### src/rtl/ilace_pkg.sv
package ilace_pkg;
  typedef enum logic {
    FLD_ODD  = 1'b0,
    FLD_EVEN = 1'b1
  } field_e;

  typedef struct packed {
    logic even_first;
    logic video;
  } ilace_cfg_t;

  function automatic field_e lead_field(input logic even_first);
    return even_first ? FLD_EVEN : FLD_ODD;
  endfunction
endpackage

### src/rtl/ilace_field_ctrl.sv
module ilace_field_ctrl
  import ilace_pkg::*;
(
  input  logic       clk,
  input  logic       rst,
  input  logic       vsync,
  input  ilace_cfg_t cfg_in,
  output field_e     fld,
  output logic       second,
  output ilace_cfg_t cfg_act,
  output logic       frm_start
);
  always_ff @(posedge clk) begin
    if (rst) begin
      cfg_act   <= cfg_in;
      fld       <= lead_field(cfg_in.even_first);
      second    <= 1'b0;
      frm_start <= 1'b0;
    end else begin
      frm_start <= 1'b0;
      if (vsync) begin
        if (second) begin
          // frame boundary: pick up new settings
          cfg_act   <= cfg_in;
          fld       <= lead_field(cfg_in.even_first);
          second    <= 1'b0;
          frm_start <= 1'b1;
        end else begin
          fld    <= (fld == FLD_ODD) ? FLD_EVEN : FLD_ODD;
          second <= 1'b1;
        end
      end
    end
  end
endmodule

### src/rtl/ilace_line_ctr.sv
module ilace_line_ctr #(
  parameter int LINES = 240,
  localparam int CNT_W = $clog2(LINES)
) (
  input  logic             clk,
  input  logic             rst,
  input  logic             vsync,
  input  logic             hsync,
  output logic [CNT_W-1:0] cnt
);
  localparam logic [CNT_W-1:0] LAST = CNT_W'(LINES - 1);

  always_ff @(posedge clk) begin
    if (rst || vsync) begin
      cnt <= '0;
    end else if (hsync && cnt != LAST) begin
      cnt <= cnt + 1'b1;
    end
  end
endmodule

### src/rtl/ilace_line_map.sv
module ilace_line_map
  import ilace_pkg::*;
#(
  parameter int LINES = 240,
  localparam int CNT_W = $clog2(LINES),
  localparam int LINE_W = CNT_W + 1
) (
  input  logic [CNT_W-1:0]  cnt,
  input  field_e            fld,
  input  logic              video,
  output logic [LINE_W-1:0] line
);
  logic odd_bit;
  assign odd_bit = (fld == FLD_ODD);

  always_comb begin
    if (video) line = {cnt, odd_bit};
    else       line = {1'b0, cnt};
  end
endmodule

### src/rtl/ilace_seq.sv
module ilace_seq
  import ilace_pkg::*;
#(
  parameter int LINES = 240,
  localparam int CNT_W = $clog2(LINES),
  localparam int LINE_W = CNT_W + 1
) (
  input  logic              clk,
  input  logic              rst,
  input  logic              vsync_pls,
  input  logic              hsync_pls,
  input  logic              cfg_even_first,
  input  logic              cfg_video,
  output logic              field_pin,
  output logic              second_field,
  output logic              frame_start,
  output logic [LINE_W-1:0] line_idx
);
  ilace_cfg_t       cfg_raw;
  ilace_cfg_t       cfg_act;
  field_e           fld;
  logic [CNT_W-1:0] cnt;

  assign cfg_raw.even_first = cfg_even_first;
  assign cfg_raw.video      = cfg_video;

  ilace_field_ctrl u_field (
    .clk       (clk),
    .rst       (rst),
    .vsync     (vsync_pls),
    .cfg_in    (cfg_raw),
    .fld       (fld),
    .second    (second_field),
    .cfg_act   (cfg_act),
    .frm_start (frame_start)
  );

  ilace_line_ctr #(.LINES(LINES)) u_cnt (
    .clk   (clk),
    .rst   (rst),
    .vsync (vsync_pls),
    .hsync (hsync_pls),
    .cnt   (cnt)
  );

  ilace_line_map #(.LINES(LINES)) u_map (
    .cnt   (cnt),
    .fld   (fld),
    .video (cfg_act.video),
    .line  (line_idx)
  );

  assign field_pin = (fld == FLD_EVEN);
endmodule

### config.mk
export PLATFORM = sky130hd
export DESIGN_NAME = ilace_seq
export DESIGN_NICKNAME = d
export VERILOG_FILES = /design/src/rtl/ilace_pkg.sv /design/src/rtl/ilace_field_ctrl.sv /design/src/rtl/ilace_line_ctr.sv /design/src/rtl/ilace_line_map.sv /design/src/rtl/ilace_seq.sv
export SDC_FILE = /design/constraint.sdc
export NUM_CORES = 1
export LEC_CHECK = 0
export BUFFER_PORTS_ARGS = -buffer_cell sky130_fd_sc_hd__buf_4
export CORE_MARGIN = 5
export CORE_UTILIZATION = 30
export CTS_BUF_LIST = sky130_fd_sc_hd__clkbuf_4
export CTS_CLUSTER_DIAMETER = 40
export DETAILED_ROUTE_END_ITERATION = 16
export SLEW_MARGIN = 40
export SYNTH_ARGS = -nofsm -noshare
export SYNTH_HDL_FRONTEND = slang
export SYNTH_SLANG_ARGS = --single-unit
### constraint.sdc
create_clock -name clk -period 1.8 [get_ports clk]
set_input_delay 0.27 -clock clk [delete_from_list [all_inputs] [get_ports clk]]
set_output_delay 0.27 -clock clk [all_outputs]
set_load 0.1 [all_outputs]
==> results.env <==
STATUS='completed'
FINAL.PERIOD_UTILIZATION_PCT=90.3
CTS_POST_SETUP_BUFFERS_INSERTED=2
FLOORPLAN.CORE_AREA_UM2=1980
TIGHTESTPINTRANSITION_NS=0.272
P_TOTAL_mW=0.606
SLEW_VIOL_FINAL=0
SETUP-TNS-FINAL_NS=0
GRT_START_MAX_NET_PINS=9
SYNTHFLOPTYPE='sky130_fd_sc_hd__dfxtp_1'
CAP_VIOL_MAX_COUNT=0
SYNTH_ASYNC_SR_FLOP_SHARE_PCT=0
SYN-INSTANCE-COUNT=70
COMMONEST_NON_FILL_NON_TAP_CELLS_IN_THE_LAYOUT='sky130_fd_sc_hd__buf_4, sky130_fd_sc_hd__dfxtp_1, sky130_fd_sc_hd__nand2_1'
SYNTH.CELL_AREA_UM2=631
SYN_AVG_CELL_AREA_UM2=9.01
DIE-AREA_UM2=3120
MIN_DELAY_PATH_DEPTH=1
GLOBALROUTETOTALUTIL_PCT=9.70
TOP_LEVEL_PORTS=18
SETUP_VIOL_COUNT_FINAL=0
CLK_PIN_SLEW_WORST_PATHS_NS=0.08
END_KIND='output port'
VIAS_PER_CELL=4.95
DIE_WIDTH_UM=55.8
NET_COUNT_OF_THE_FINISHED_LAYOUT=99
ROOT_BUFFER='sky130_fd_sc_hd__clkbuf_4'
TOTAL_LEAKAGE_POWER_nW=0.332
PATH_CATEGORY_OF_THE_WORST_MIN_DELAY_CHECK='in2reg'
PROPORTION_OF_LAYOUT_CELLS_WITH_A_DRIVE_SUFFIX_ABOVE_1_PCT=35.2
DETAIL_ROUTE.WL_PER_CELL_UM=11.6
DRC=0
FINALWEIGHTEDCONGESTION=0.733
CLOCK_LATENCY_LATE_SINK_NS=0.28
SYN-NUM-NETS=77
DR.FIRST_ITER.DRC_COUNT=2
GLOBAL_ROUTE.OVERFLOW_TOTAL=0
CTS_MADE_BUFFERS=3
ROUTE.ANTENNA.REMAINING_NETS=0
FIRST_GLOBAL_VIAS=544
N_ANTENNA_CELL=0
FINAL.MIN_CLOCK_PERIOD_NS=1.63
RR_STARTPOINT='u_cnt.cnt[0]'
H-TREE-DEPTH=1
GRT_ANTENNA_BEFORE_REPAIR=0
POWER.IR.VDD_WORST_mV=0.472
LAYOUT_COMMONEST_CELL='sky130_fd_sc_hd__buf_4'
ROWS=16
SYNTH_CELL_TYPES=25
POST_CTS.RESIZED_INSTANCES=0
CRITICAL_PATH_PEAK_FANOUT=7
LAYOUT-AREA-OVERHEAD-VS-SYNTH_PCT=32.7
DP_SLACK_NS=0.300
CRIT_START='u_field.cfg_act[0]'
CLOCK_TREE.BUFFER_DEPTH=2
FLOORPLAN.DIE.HEIGHT_UM=55.8
FINAL_HOLD_VIOL_COUNT=0
WORSTREGTOREGCELLS=4
DRT_PASS1_ITERATIONS=2
NUMCLOCKSINKS=12
HOLDBUFCOUNTCTS=0
TIMING.SLEW.HEADROOM_PCT=81.9
SKEW_NS=0.00547
YS_SEQ_AREA_SHARE_PCT=41.3
MIN_FROM='cfg_video'
POWER_DENSITY_nW_PER_UM2=723
GRT_FIRST_PASS_WIRELENGTH_UM=2370
SETUP.WORST_PATH.CLASS='reg2out'
CRITPATHLAUNCHTYPE='flip-flop'
REQUIRED_NS=1.53
HPWLAFTERDP_UM=1000
RSZ_0062_RAISED_AFTER_GLOBAL_ROUTING='no'
VIAS=584
ACHIEVABLE_FREQUENCY_GHz=0.615
POSTLAYOUTSETUPSLACKWORST_NS=0.175
CP.ARRIVAL_NS=1.36
NUMPORTBUFFERS=17
NUMBER_OF_FLOPS_MAPPED_TO_ENABLE_CELLS_BY_YOSYS=2
TRITONCTS='built'
ROUTED_WIRELENGTH_UM=1370
POSTSYNTHREGISTERBITS=12
YOSYSWARNINGS=0
EFFECTIVE_UTILIZATION_AT_FLOORPLAN_PCT=31.8
-- worst max-delay path: stages (launching register included) --
cell and delay, ns:
sky130_fd_sc_hd__edfxtp_1 0.35, sky130_fd_sc_hd__buf_4 0.16, sky130_fd_sc_hd__mux2_2 0.34, sky130_fd_sc_hd__buf_4 0.23
-- through the flow --
stage / utilization [%] / cells / instance area (um2) / hold WS [ns]
2_1_floorplan: - / 70 / 646 / 0.342
3_3_place_gp: 40.2 / 112 / 796 / 0.451
3_5_place_dp: 40.2 / 112 / 796 / 0.453
4_1_cts: 42.2 / 118 / 837 / 0.151
5_1_grt: 42.2 / 118 / 837 / 0.152
6_report: 42.2 / 118 / 837 / 0.164
-- cell type report --
class,instances,area (um2)
flip-flops and latches,12,260
inverters,3,11.3
multi-input cells,53,363
well taps,27,33.8
fillers,206,1140
clock inverters,1,3.75
clock buffers,3,22.5
repair buffers,19,143
-- routing by layer --
| metal | vias to the layer above | share of wire [%] | wire length (um) | track usage [%] |
|---|---|---|---|---|
| met5 | - | 0 | 0 | 0 |
| met1 | 265 | 50 | 684 | 11.8 |
| met4 | 0 | 3.3 | 45 | 8.14 |
| met2 | 17 | 41 | 560 | 14.0 |
| li1 | 297 | - | - | - |
| met3 | 5 | 5.5 | 75 | 2.55 |
-- cells in the mapped netlist (2+ instances only) --
library cell / count / area (um2)
sky130_fd_sc_hd__dfxtp_1: 10 / 200
sky130_fd_sc_hd__nor2_1: 6 / 22.5
sky130_fd_sc_hd__mux2_2: 6 / 67.6
sky130_fd_sc_hd__edfxtp_1: 2 / 60.1
sky130_fd_sc_hd__a21oi_1: 8 / 40.0
sky130_fd_sc_hd__o21ai_0: 3 / 15.0
sky130_fd_sc_hd__inv_1: 3 / 11.3
sky130_fd_sc_hd__nand2_1: 8 / 30.0
sky130_fd_sc_hd__nand4_1: 2 / 12.5
sky130_fd_sc_hd__nand3_1: 2 / 10.0
sky130_fd_sc_hd__a211oi_1: 2 / 15.0
sky130_fd_sc_hd__or3_1: 4 / 25.0
sky130_fd_sc_hd__mux2i_1: 2 / 20.0
-- logic make-up (layout without fill, tap and decap cells) --
| logic type | count (synthesis) | in the layout | synth area share (%) |
|---|---|---|---|
| AOI/OAI and AO/OA | 15 | 15 | 14.9 |
| xor gates and xnor gates | 1 | 1 | 1.39 |
| buffers and inverters | 5 | 26 | 3.57 |
| and+or+nand+nor | 28 | 28 | 23.0 |
| DFF | 12 | 12 | 41.3 |
| adders and majority gates | 1 | 1 | 1.98 |
| muxes | 8 | 8 | 13.9 |
-- report_power, final --
group / total (mW) / internal [mW] / switching [mW]
clock: 0.176 / 0.0804 / 0.0951
sequential: 0.293 / 0.283 / 0.0101
combinational: 0.137 / 0.0380 / 0.0992
total: 0.606 / 0.401 / 0.204
-- path summary, 6_finish.rpt --
check,endpoint,slack [ns]
worst min-delay path,u_field.cfg_act[0],0.16
worst min register to register,u_field.frm_start,0.51
worst max-delay path,line_idx[7],0.17
worst max register to register,u_cnt.cnt[6],0.30
-- sequential cells by signal (all words and copies together), names as in the netlist --
signal and flops:
u_cnt.cnt 8, u_field.frm_start 1, u_field.second 1, u_field.cfg_act 1, u_field.fld 1
No activity file was read; power rests on OpenSTA's default activity.
